<file path="src/rtl/epc_pkg.sv">
// Package: shared constants and register addresses for the encoder
// position counter. Assumes a two-bit write address space.
package epc_pkg;
    localparam int NUM_CMP = 2;

    typedef enum logic [1:0] {
        ADDR_PRESET = 2'd0,
        ADDR_CMP0   = 2'd1,
        ADDR_CMP1   = 2'd2,
        ADDR_STATUS = 2'd3
    } epc_addr_e;

    localparam int STAT_UF_BIT = 0;
endpackage

</file>
<file path="src/rtl/epc_regs.sv">
// Module: write-only configuration registers (preset and compare values)
// plus decode of the write-one-to-clear status access. Assumes writes are
// single-cycle strobes synchronous to clk.
module epc_regs
    import epc_pkg::*;
#(
    parameter int W = 16
) (
    input  logic                         clk,
    input  logic                         rst_n,
    input  logic                         wr_en,
    input  logic [1:0]                   wr_addr,
    input  logic [W-1:0]                 wr_data,
    output logic [W-1:0]                 preset,
    output logic [NUM_CMP-1:0][W-1:0]    cmp_val,
    output logic                         uf_clr
);
    // Preset register, loaded by writes to its address.
    always_ff @(posedge clk) begin
        if (!rst_n)
            preset <= '0;
        else if (wr_en && wr_addr == ADDR_PRESET)
            preset <= wr_data;
    end

    // One compare register per channel, at consecutive addresses.
    for (genvar i = 0; i < NUM_CMP; i++) begin : g_cmp
        localparam logic [1:0] MY_ADDR = 2'(int'(ADDR_CMP0) + i);
        always_ff @(posedge clk) begin
            if (!rst_n)
                cmp_val[i] <= '0;
            else if (wr_en && wr_addr == MY_ADDR)
                cmp_val[i] <= wr_data;
        end
    end

    // Status clear request: a one written to the underflow bit.
    always_comb uf_clr = wr_en && (wr_addr == ADDR_STATUS) && wr_data[STAT_UF_BIT];
endmodule

</file>
<file path="src/rtl/epc_edge.sv">
// Module: valid-edge detector for the encoder clear input with selectable
// polarity. Assumes clr_in is already synchronous; the input is held low
// during reset so no edge is reported right after it.
module epc_edge (
    input  logic clk,
    input  logic rst_n,
    input  logic clr_in,
    input  logic edge_sel,
    output logic hit
);
    logic clr_q;

    // Remember the previous sample of the clear input.
    always_ff @(posedge clk) begin
        if (!rst_n) clr_q <= 1'b0;
        else        clr_q <= clr_in;
    end

    // Rising edge when edge_sel is 0, falling edge when it is 1.
    always_comb hit = edge_sel ? (clr_q && !clr_in) : (!clr_q && clr_in);

    p_edge_needs_change_r9: assert property (@(posedge clk) disable iff (!rst_n)
        hit |-> (clr_in != clr_q));
endmodule

</file>
<file path="src/rtl/epc_core.sv">
// Module: the up/down position counter, stop/hold behaviour, read mux and
// underflow flag. Assumes strobes are one-cycle levels synchronous to clk.
// Priority while running: preset load on start, then clear, then strobes.
module epc_core #(
    parameter int W = 16
) (
    input  logic         clk,
    input  logic         rst_n,
    input  logic         run_en,
    input  logic         hold_sel,
    input  logic         step_up,
    input  logic         step_dn,
    input  logic         clr_hit,
    input  logic [W-1:0] preset,
    input  logic         uf_clr,
    output logic [W-1:0] cnt_q,
    output logic [W-1:0] cnt_d,
    output logic         cnt_upd,
    output logic [W-1:0] count_rd,
    output logic         uf_flag,
    output logic         irq_uf
);
    localparam logic [W-1:0] ONE = {{(W-1){1'b0}}, 1'b1};

    logic run_q;
    logic reload, clr_ld, inc, dec, uf_set;

    // Decode this cycle's action by priority.
    always_comb begin
        reload = run_en && !run_q && !hold_sel;
        clr_ld = run_en && !reload && clr_hit;
        inc    = run_en && !reload && !clr_hit && step_up && !step_dn;
        dec    = run_en && !reload && !clr_hit && step_dn && !step_up;
        uf_set = dec && (cnt_q == '0);
        cnt_upd = reload || clr_ld || inc || dec;
    end

    // Next count value.
    always_comb begin
        if (!run_en)    cnt_d = hold_sel ? cnt_q : '1;
        else if (reload) cnt_d = preset;
        else if (clr_ld) cnt_d = '0;
        else if (inc)    cnt_d = cnt_q + ONE;
        else if (dec)    cnt_d = cnt_q - ONE;
        else             cnt_d = cnt_q;
    end

    // Count, run history, underflow pulse and sticky flag registers.
    always_ff @(posedge clk) begin
        if (!rst_n) begin
            cnt_q   <= '1;
            run_q   <= 1'b0;
            irq_uf  <= 1'b0;
            uf_flag <= 1'b0;
        end else begin
            cnt_q  <= cnt_d;
            run_q  <= run_en;
            irq_uf <= uf_set;
            if (uf_set)      uf_flag <= 1'b1;
            else if (uf_clr) uf_flag <= 1'b0;
        end
    end

    // Read port: zero while parked, otherwise the counter.
    always_comb count_rd = (run_en || hold_sel) ? cnt_q : '0;

    p_park_all_ones_r2: assert property (@(posedge clk) disable iff (!rst_n)
        (!run_en && !hold_sel) |=> (cnt_q == '1));
    p_reload_preset_r3: assert property (@(posedge clk) disable iff (!rst_n)
        (run_en && !run_q && !hold_sel) |=> (cnt_q == $past(preset)));
    p_hold_stable_r4: assert property (@(posedge clk) disable iff (!rst_n)
        (!run_en && hold_sel) |=> $stable(cnt_q));
    p_step_up_r5: assert property (@(posedge clk) disable iff (!rst_n)
        (run_en && run_q && !clr_hit && step_up && !step_dn) |=> (cnt_q == $past(cnt_q) + ONE));
    p_cancel_r5: assert property (@(posedge clk) disable iff (!rst_n)
        (run_en && run_q && !clr_hit && step_up && step_dn) |=> $stable(cnt_q));
    p_uf_value_r6: assert property (@(posedge clk) disable iff (!rst_n)
        irq_uf |-> (uf_flag && cnt_q == '1 && $past(cnt_q) == '0));
    p_uf_single_r6: assert property (@(posedge clk) disable iff (!rst_n)
        irq_uf |=> !irq_uf);
    p_uf_clear_r7: assert property (@(posedge clk) disable iff (!rst_n)
        (uf_clr && !uf_set) |=> !uf_flag);
    p_clear_zero_r9: assert property (@(posedge clk) disable iff (!rst_n)
        (clr_hit && run_en && run_q) |=> (cnt_q == '0));
endmodule

</file>
<file path="src/rtl/epc_match.sv">
// Module: compare-match pulse generators, one per compare register. A pulse
// is raised in the cycle the counter takes a value equal to the compare
// value, and only when the count was actually updated.
module epc_match
    import epc_pkg::*;
#(
    parameter int W = 16
) (
    input  logic                      clk,
    input  logic                      rst_n,
    input  logic [W-1:0]              cnt_d,
    input  logic [W-1:0]              cnt_q,
    input  logic                      cnt_upd,
    input  logic [NUM_CMP-1:0][W-1:0] cmp_val,
    output logic [NUM_CMP-1:0]        irq_cmp
);
    for (genvar i = 0; i < NUM_CMP; i++) begin : g_ch
        // Register a match on an updating cycle.
        always_ff @(posedge clk) begin
            if (!rst_n) irq_cmp[i] <= 1'b0;
            else        irq_cmp[i] <= cnt_upd && (cnt_d == cmp_val[i]);
        end

        p_match_value_r8: assert property (@(posedge clk) disable iff (!rst_n)
            irq_cmp[i] |-> (cnt_q == $past(cmp_val[i])));
    end
endmodule

</file>
<file path="src/rtl/enc_pos_counter.sv">
// Module: top of the encoder position counter. Wires the register port,
// clear-edge detector, counter core and compare-match logic together.
module enc_pos_counter
    import epc_pkg::*;
#(
    parameter int W = 16
) (
    input  logic         clk,
    input  logic         rst_n,
    input  logic         run_en,
    input  logic         hold_sel,
    input  logic         step_up,
    input  logic         step_dn,
    input  logic         clr_in,
    input  logic         clr_edge_sel,
    input  logic         wr_en,
    input  logic [1:0]   wr_addr,
    input  logic [W-1:0] wr_data,
    output logic [W-1:0] count_rd,
    output logic         uf_flag,
    output logic         irq_uf,
    output logic         irq_cmp0,
    output logic         irq_cmp1,
    output logic         irq_clr
);
    logic [W-1:0]              preset;
    logic [NUM_CMP-1:0][W-1:0] cmp_val;
    logic                      uf_clr, clr_hit, cnt_upd;
    logic [W-1:0]              cnt_q, cnt_d;
    logic [NUM_CMP-1:0]        irq_cmp;

    epc_regs #(.W(W)) u_regs (
        .clk(clk), .rst_n(rst_n), .wr_en(wr_en), .wr_addr(wr_addr),
        .wr_data(wr_data), .preset(preset), .cmp_val(cmp_val), .uf_clr(uf_clr)
    );

    epc_edge u_edge (
        .clk(clk), .rst_n(rst_n), .clr_in(clr_in), .edge_sel(clr_edge_sel), .hit(clr_hit)
    );

    epc_core #(.W(W)) u_core (
        .clk(clk), .rst_n(rst_n), .run_en(run_en), .hold_sel(hold_sel),
        .step_up(step_up), .step_dn(step_dn), .clr_hit(clr_hit), .preset(preset),
        .uf_clr(uf_clr), .cnt_q(cnt_q), .cnt_d(cnt_d), .cnt_upd(cnt_upd),
        .count_rd(count_rd), .uf_flag(uf_flag), .irq_uf(irq_uf)
    );

    epc_match #(.W(W)) u_match (
        .clk(clk), .rst_n(rst_n), .cnt_d(cnt_d), .cnt_q(cnt_q), .cnt_upd(cnt_upd),
        .cmp_val(cmp_val), .irq_cmp(irq_cmp)
    );

    // Valid clear edge pulse, registered alongside the count.
    always_ff @(posedge clk) begin
        if (!rst_n) irq_clr <= 1'b0;
        else        irq_clr <= clr_hit;
    end

    always_comb begin
        irq_cmp0 = irq_cmp[0];
        irq_cmp1 = irq_cmp[1];
    end

    p_clr_pulse_r9: assert property (@(posedge clk) disable iff (!rst_n)
        irq_clr |=> !irq_clr);
    p_rd_zero_parked_r2: assert property (@(posedge clk) disable iff (!rst_n)
        (!run_en && !hold_sel) |-> (count_rd == '0));
endmodule

</file>
<file path="config.mk">
export PLATFORM = sky130hd
export DESIGN_NAME = enc_pos_counter
export DESIGN_NICKNAME = d
export VERILOG_FILES = /design/src/rtl/epc_pkg.sv /design/src/rtl/epc_regs.sv /design/src/rtl/epc_edge.sv /design/src/rtl/epc_core.sv /design/src/rtl/epc_match.sv /design/src/rtl/enc_pos_counter.sv
export SDC_FILE = /design/constraint.sdc
export NUM_CORES = 1
export LEC_CHECK = 0
export ABC_AREA = 1
export ABC_CLOCK_PERIOD_IN_PS = 2200
export BUFFER_PORTS_ARGS = -buffer_cell sky130_fd_sc_hd__buf_2
export CAP_MARGIN = 20
export CORE_MARGIN = 2
export CORE_UTILIZATION = 59
export CTS_CLUSTER_DIAMETER = 120
export DETAILED_ROUTE_END_ITERATION = 7
export GPL_ROUTABILITY_DRIVEN = 0
export GPL_TIMING_DRIVEN = 0
export HOLD_SLACK_MARGIN = 0.02
export PLACE_DENSITY = 0.87
export SLEW_MARGIN = 20
export SYNTH_ARGS = -nofsm -noshare
export SYNTH_HDL_FRONTEND = slang
export SYNTH_SLANG_ARGS = --single-unit
</file>
<file path="constraint.sdc">
create_clock -name clk -period 2.2 [get_ports clk]
set_input_delay 0.11 -clock clk [delete_from_list [all_inputs] [get_ports clk]]
set_output_delay 0.11 -clock clk [all_outputs]
set_load 0.005 [all_outputs]
</file>
==> results.toml, run 1 <==
[run_status]
run_status = "finished clean"

[global_route]
largest_net_degree_at_the_start_of_global_routing = 12
first_global_vias = 4512
grt-ovfl-total = 0
antenna_found_initial = 0
gr-usage-all-layers_pct = 34.22
grt_pass1_wl_um = 20530

[power_and_ir_drop]
pwr_density_cell_mw_per_mm2 = 602.1
p_leak_uw = 0.002383
worst_ir_drop_on_vdd_mv = 0.6066

[critical_path]
ff_to_ff_path_depth = 15
rr_endpoint = "u_match.irq_cmp[1]"
r2r_slack_ns = 0.03
critical_path.max_fanout = 5
setup.worst_path.end_class = "flip-flop"
setup.worst_path.start_class = "flip-flop"
critical_path_arrival_ns = 2.46
critical_setup_path_class = "reg2reg"
cp.required_ns = 2.49
r2r_start = "u_core.cnt_q[2]"

[yosys]
synth_enable_flop_cells = 0
synth.yosys.warnings = 0
synthesis.instances = 682
synthesized_nets = 711
synth_top_cell_by_area = "sky130_fd_sc_hd__dfxtp_1"
yosysSeqAreaShare_pct = 33.80
ys_top_cells_by_area = "sky130_fd_sc_hd__dfxtp_1 34%, sky130_fd_sc_hd__nand2_1 17%, sky130_fd_sc_hd__nor2_1 11%"
synth_largest_type_area_fraction_pct = 33.80
synthFlopType = "sky130_fd_sc_hd__dfxtp_1"
post_synthesis_sequential_element_count = 71
ys_async_sr_fraction_pct = 0
synth.distinct_cells = 33
avgSynthCellArea_um2 = 6.166
syn-cell-area_mm2 = 0.004205

[clock_tree]
cts_buffers = 9
worstSkewPairLatency_ns = 0.36
cts.reportedPaths.clkPinSlew_ns = 0.07
clockBufferDepth = 2
clkSinkCount = 71
cts_max_level = 3
tritoncts = "built"
ctsRootBufferMaster = "sky130_fd_sc_hd__clkbuf_8"

[floorplanning]
dieHeight_um = 88.43
dieArea_mm2 = 0.007819
floorplan.core_area_mm2 = 0.006832
initial_utilization_pct = 61.56
io_pins = 48
floorplan.die.width_um = 88.43
placementRows = 30

[hold_path]
worst_min_path_class = "in2reg"
worst_hold_path.endpoint = "u_regs.cmp_val[21]"
holdPathStages = 3
timing.hold.worst.start = "wr_data[5]"

[drt]
wl_per_cell_um = 15.83
drt_drc_violations_left = 0
vias = 4996
drt_wl_total_um = 13600
drt-initial-drc-count = 494
ant_nets = 0
route.detailed.vias_per_inst = 5.816
dr.pass1.iters = 8

[placement]
placement.io_buffers = 47
hpwlAfterDp_um = 9633
dpl_cell_area_mm2 = 0.004561

[finish]
synthToLayoutAreaGrowth_pct = 22.11
post-route-util_pct = 75.16
design.final.nets = 788
num_antenna_cells = 0
layout-drive-gt1-share_pct = 21.23
post-route-cell-area_mm2 = 0.005135

[timing]
timing_worst_slew_pin_value_ns = 0.7920
setup-violations-final = 0
timing.setup.tns_ns = 0
maxSlewViolCount = 0
post-route-period-util_pct = 98.58
timing_limited_maximum_frequency_mhz = 461.1
timing_hold_violations_final = 0
fin_skew_ns = 0.009519
layout_min_cycle_time_ns = 2.169
slew_headroom_pct = 46.71

[job]
maxCapViolations = 0
registers in the layout (all words and copies together), names as in the netlist:
| name | flops |
|---|---|
| irq_clr | 1 |
| u_core.cnt_q | 16 |
| u_core.irq_uf | 1 |
| u_core.run_q | 1 |
| u_core.uf_flag | 1 |
| u_edge.clr_q | 1 |
| u_match.irq_cmp | 2 |
| u_regs.cmp_val | 32 |
| u_regs.preset | 16 |
cell families after synthesis:
kind of cell    after synthesis  synth area share (%)
simple gates                424                 44.21
compound gates              101                 12.88
buf+inv                      81                 7.885
flops                        71                 33.80
xor+xnor                      3                0.6249
fa+ha+maj                     2                0.5950
cells in the mapped netlist (3+ instances only):
cell type / number
sky130_fd_sc_hd__nand2_1: 192
sky130_fd_sc_hd__nor2_1: 121
sky130_fd_sc_hd__dfxtp_1: 71
sky130_fd_sc_hd__o21ai_0: 67
sky130_fd_sc_hd__nand3_1: 63
sky130_fd_sc_hd__inv_1: 57
sky130_fd_sc_hd__a21oi_1: 23
sky130_fd_sc_hd__clkbuf_1: 17
sky130_fd_sc_hd__nand2_2: 16
sky130_fd_sc_hd__nand3b_1: 9
sky130_fd_sc_hd__nand4_1: 6
sky130_fd_sc_hd__nor3_1: 4
sky130_fd_sc_hd__o21ai_2: 4
sky130_fd_sc_hd__inv_2: 3
sky130_fd_sc_hd__nor2_2: 3
sky130_fd_sc_hd__o21ai_1: 3
metrics by stage:
stage	std cells	setup WS [ns]	total power (uW)	hold WS [ns]
2_1_floorplan	682	0.3648	1893	0.2035
3_3_place_gp	825	0.01065	2082	0.3438
3_5_place_dp	825	-0.05202	2107	0.3542
4_1_cts	848	0.001967	2974	0.02275
5_1_grt	859	-0.1578	3230	0.03749
6_report	859	0.03132	3092	0.02335
report_power, final:
| group | internal, uW | switching, uW | total (uW) | leakage (uW) |
|---|---|---|---|---|
| clock | 399 | 479 | 878 | 0.0000829 |
| sequential | 1360 | 76.4 | 1440 | 0.000581 |
| combinational | 280 | 498 | 778 | 0.00172 |
area by class of cell:
cell class / instances / area, um2
buffer: 20 / 106.4
clock buffer: 11 / 131.4
clock inverter: 4 / 23.77
fill: 527 / 1697
inverter: 61 / 234.0
multi-input combinational: 530 / 2644
sequential: 71 / 1435
tap: 96 / 120.1
timing repair buffer: 66 / 440.4
layer usage:
metal  part of all wire [%]  track usage [%]  wire length (um)  up-vias
li1                       -                -                 -     2346
met1                     39            43.41              5277     2202
met2                     45            55.23              6133      367
met3                     11            5.317              1492       81
met4                    5.1            20.11               698        0
met5                      0                0                 0        -
cell usage in the layout (no fill, tap or decap), types with 19 or more instances in the layout:
| master | instances |
|---|---|
| sky130_fd_sc_hd__buf_2 | 46 |
| sky130_fd_sc_hd__clkbuf_1 | 19 |
| sky130_fd_sc_hd__nand3_1 | 55 |
| sky130_fd_sc_hd__dfxtp_1 | 64 |
| sky130_fd_sc_hd__inv_1 | 54 |
| sky130_fd_sc_hd__o21ai_0 | 66 |
| sky130_fd_sc_hd__a21oi_1 | 23 |
| sky130_fd_sc_hd__nor2_1 | 112 |
| sky130_fd_sc_hd__nand2_2 | 32 |
| sky130_fd_sc_hd__nand2_1 | 174 |
how the worst max path moves through the flow:
stage,start,endpoint,slack [ns]
4_1_cts,u_core.cnt_q[0],u_match.irq_cmp[1],0.002
3_3_place_gp,u_core.cnt_q[0],u_match.irq_cmp[0],0.01
3_5_place_dp,u_core.cnt_q[0],u_match.irq_cmp[1],-0.05
6_report,u_core.cnt_q[2],u_match.irq_cmp[1],0.03
5_1_grt,u_core.cnt_q[2],u_match.irq_cmp[1],-0.16
2_1_floorplan,u_core.cnt_q[0],u_match.irq_cmp[0],0.36
worst max-delay path: stages (launching register included):
cell and delay [ns]:
sky130_fd_sc_hd__dfxtp_2 0.36, sky130_fd_sc_hd__nor2_1 0.17, sky130_fd_sc_hd__nand2_1 0.24, sky130_fd_sc_hd__nor2_2 0.20, sky130_fd_sc_hd__nand2_1 0.07, sky130_fd_sc_hd__nand2_1 0.11
sky130_fd_sc_hd__nand3_1 0.10, sky130_fd_sc_hd__nand2_1 0.09, sky130_fd_sc_hd__nand3_2 0.10, sky130_fd_sc_hd__nand2_2 0.10, sky130_fd_sc_hd__nand2_2 0.06, sky130_fd_sc_hd__nand2_1 0.07
sky130_fd_sc_hd__o21ai_0 0.08, sky130_fd_sc_hd__nor2_1 0.12, sky130_fd_sc_hd__nand3_1 0.09, sky130_fd_sc_hd__nor2_2 0.13
timing repair:
action                                  4_1_cts  5_1_grt
setup buffers                                 0       10
endpoints found under the setup margin        2        2
gates resized for setup                       5       64
hold endpoints to repair                      8        0
hold buffers                                  8        0
cloned                                        0        1
pin swaps                                     0       23
Power figures use the tool's default switching activity.
==> run 2: changes to the inputs <==
--- a/config.mk
+++ b/config.mk
@@ -9,6 +9,7 @@
 export ABC_CLOCK_PERIOD_IN_PS = 2200
 export BUFFER_PORTS_ARGS = -buffer_cell sky130_fd_sc_hd__buf_2
 export CAP_MARGIN = 20
+export CORE_ASPECT_RATIO = 1.2
 export CORE_MARGIN = 2
 export CORE_UTILIZATION = 59
 export CTS_CLUSTER_DIAMETER = 120
==> results.toml, run 2 (synthesized netlist as in run 1, its figures left out) <==
[finish]
layout-drive-gt1-share_pct = 19.00
design.final.nets = 788
largest_register_ff_count = 32
num_antenna_cells = 0
layout_commonest_cell = "sky130_fd_sc_hd__nand2_1"
fillerInstances = 547
reg_top3 = "u_regs.cmp_val (32), u_core.cnt_q (16), u_regs.preset (16)"
synthToLayoutAreaGrowth_pct = 20.35
regMostFlops = "u_regs.cmp_val"
layout.cells.most_common_list = "183 x sky130_fd_sc_hd__nand2_1, 113 x sky130_fd_sc_hd__nor2_1, 64 x sky130_fd_sc_hd__o21ai_0, 64 x sky130_fd_sc_hd__dfxtp_1, 60 x sky130_fd_sc_hd__nand3_1"

[power_and_ir_drop]
p_leak_uw = 0.002345
internal_power_uw = 2125
switching_share_pct = 32.88
clockPowerShare_pct = 30.7
power.net_switching_uw = 1041
worst_ir_drop_on_vdd_mv = 0.5129
pwr_density_cell_mw_per_mm2 = 625.4
power.sequential.fraction_pct = 45.2
p_comb_share_pct = 24.1

[global_route]
grt_pass1_wl_um = 20390
grt-ovfl-total = 0
first_global_vias = 4475
gr-usage-all-layers_pct = 34.47
largest_net_degree_at_the_start_of_global_routing = 12
antenna_found_initial = 0

[run_status]
violations = "design-rule violations"
run_status = "finished, violations left"

[drt]
vias = 4961
drt_wl_total_um = 13490
route.detailed.vias_per_inst = 5.836
dr.pass1.iters = 8
ant_nets = 0
wl_per_cell_um = 15.88
drt-initial-drc-count = 489
drt_drc_violations_left = 1

[placement]
placement.io_buffers = 47
post-place-ws_ns = -0.09569
hpwlAfterDp_um = 9676

[hold_path]
worst_min_path_class = "in2reg"
timing.hold.worst.start = "wr_data[10]"
worst_hold_path.endpoint = "u_regs.cmp_val[10]"
holdPathStages = 3

[floorplanning]
placementRows = 33
io_pins = 48
floorplan.die.width_um = 81.07
initial_utilization_pct = 61.35
dieArea_mm2 = 0.007822
dieHeight_um = 96.49
floorplan.core_area_mm2 = 0.006854

[clock_tree]
tritoncts = "built"
cts_max_level = 3
clkSinkCount = 71
clockBufferDepth = 2
cts.reportedPaths.clkPinSlew_ns = 0.08
worstSkewPairLatency_ns = 0.36
cts_buffers = 9
ctsRootBufferMaster = "sky130_fd_sc_hd__clkbuf_8"

[timing]
slew_headroom_pct = 45.30
fin_skew_ns = 0.01165
final.hold.worst_slack_ns = 0.02117
timing_limited_maximum_frequency_mhz = 459.5
setup-violations-final = 0
layout_setup_ws_ns = 0.02371
timing.setup.tns_ns = 0
timing_hold_violations_final = 0
layout_min_cycle_time_ns = 2.176
post-route-period-util_pct = 98.92
timing_worst_slew_pin_value_ns = 0.8131
maxSlewViolCount = 0

[critical_path]
rr_endpoint = "u_match.irq_cmp[0]"
critical_path.max_fanout = 5
r2r_start = "u_core.cnt_q[1]"
critical_setup_path_class = "reg2reg"
cp.required_ns = 2.46
worstSetupStartpoint = "u_core.cnt_q[1]"
critical_path_arrival_ns = 2.44
setup.worst_path.end_class = "flip-flop"
r2r_slack_ns = 0.02
ff_to_ff_path_depth = 17
setup.worst_path.start_class = "flip-flop"

[job]
maxCapViolations = 0
==> run 2: routing by layer <==
metal / wire (um) / part of all wire [%] / global-route usage (%) / vias to the layer above
met5: 0 / 0 / 0 / -
met4: 825 / 6.1 / 20.76 / 0
met3: 1330 / 9.9 / 6.506 / 89
met2: 6414 / 48 / 58.68 / 346
met1: 4924 / 36 / 39.97 / 2177
li1: - / - / - / 2349
==> run 2: per-stage QoR <==
| step | area (um2) | utilization [%] | power (uW) | std cells |
|---|---|---|---|---|
| floorplan | 4205 | - | 1893 | 682 |
| CTS | 4811 | 70.19 | 3064 | 838 |
| finish | 5061 | 73.84 | 3165 | 850 |
| global route | 5061 | 73.84 | 3299 | 850 |
| detailed placement | 4549 | 66.37 | 2105 | 816 |
| global placement | 4549 | 66.37 | 2081 | 816 |
==> run 2: layout make-up <==
| type | count | area, um2 | area share [%] |
|---|---|---|---|
| Buffer | 20 | 106.4 | 2.101 |
| Clock buffer | 13 | 168.9 | 3.337 |
| Clock inverter | 2 | 15.01 | 0.2967 |
| Inverter | 61 | 234.0 | 4.623 |
| Multi-Input combinational cell | 530 | 2565 | 50.68 |
| Sequential cell | 71 | 1435 | 28.36 |
| Tap cell | 87 | 108.9 | 2.151 |
| Timing Repair Buffer | 66 | 427.9 | 8.455 |
==> run 2: worst max path at each step <==
stage | to | slack (ns) | depth (start not counted)
final | u_match.irq_cmp[0] | 0.02 | 17
after global placement | u_match.irq_cmp[0] | -0.005 | 16
after detailed placement | u_match.irq_cmp[1] | -0.1 | 16
after global routing | u_match.irq_cmp[1] | -0.12 | 17
after floorplan | u_match.irq_cmp[0] | 0.36 | 16
after CTS | u_match.irq_cmp[1] | 0.01 | 16
==> run 2: power groups by stage <==
stage          clock, uW  sequential, uW  combinational [uW]
2_1_floorplan          0            1430                 462
3_3_place_gp           0            1450                 634
3_5_place_dp           0            1450                 654
4_1_cts              970            1420                 671
5_1_grt             1030            1440                 833
6_report             971            1430                 763
==> run 2: timing repair <==
item,in CTS,in global routing
pin swaps,0,9
hold endpoints to repair,7,1
setup endpoints to repair,2,2
setup buffers,0,10
hold buffers,7,1
gates cloned,0,1
resized for setup,3,43
==> run 2: critical path: stages (launching register included) <==
cell	delay [ns]
sky130_fd_sc_hd__dfxtp_4	0.38
sky130_fd_sc_hd__ha_1	0.17
sky130_fd_sc_hd__nand2_2	0.07
sky130_fd_sc_hd__nor2_2	0.12
sky130_fd_sc_hd__nand2_1	0.12
sky130_fd_sc_hd__nor2_2	0.14
sky130_fd_sc_hd__nand3_1	0.12
sky130_fd_sc_hd__nand2_2	0.14
sky130_fd_sc_hd__nand2_1	0.06
sky130_fd_sc_hd__nand2_1	0.05
sky130_fd_sc_hd__nand3_1	0.10
sky130_fd_sc_hd__nand2_1	0.11
sky130_fd_sc_hd__nand2_2	0.07
sky130_fd_sc_hd__buf_4	0.14
sky130_fd_sc_hd__o21ai_1	0.10
sky130_fd_sc_hd__nor2_1	0.05
sky130_fd_sc_hd__nand3_1	0.09
sky130_fd_sc_hd__nor2_2	0.04
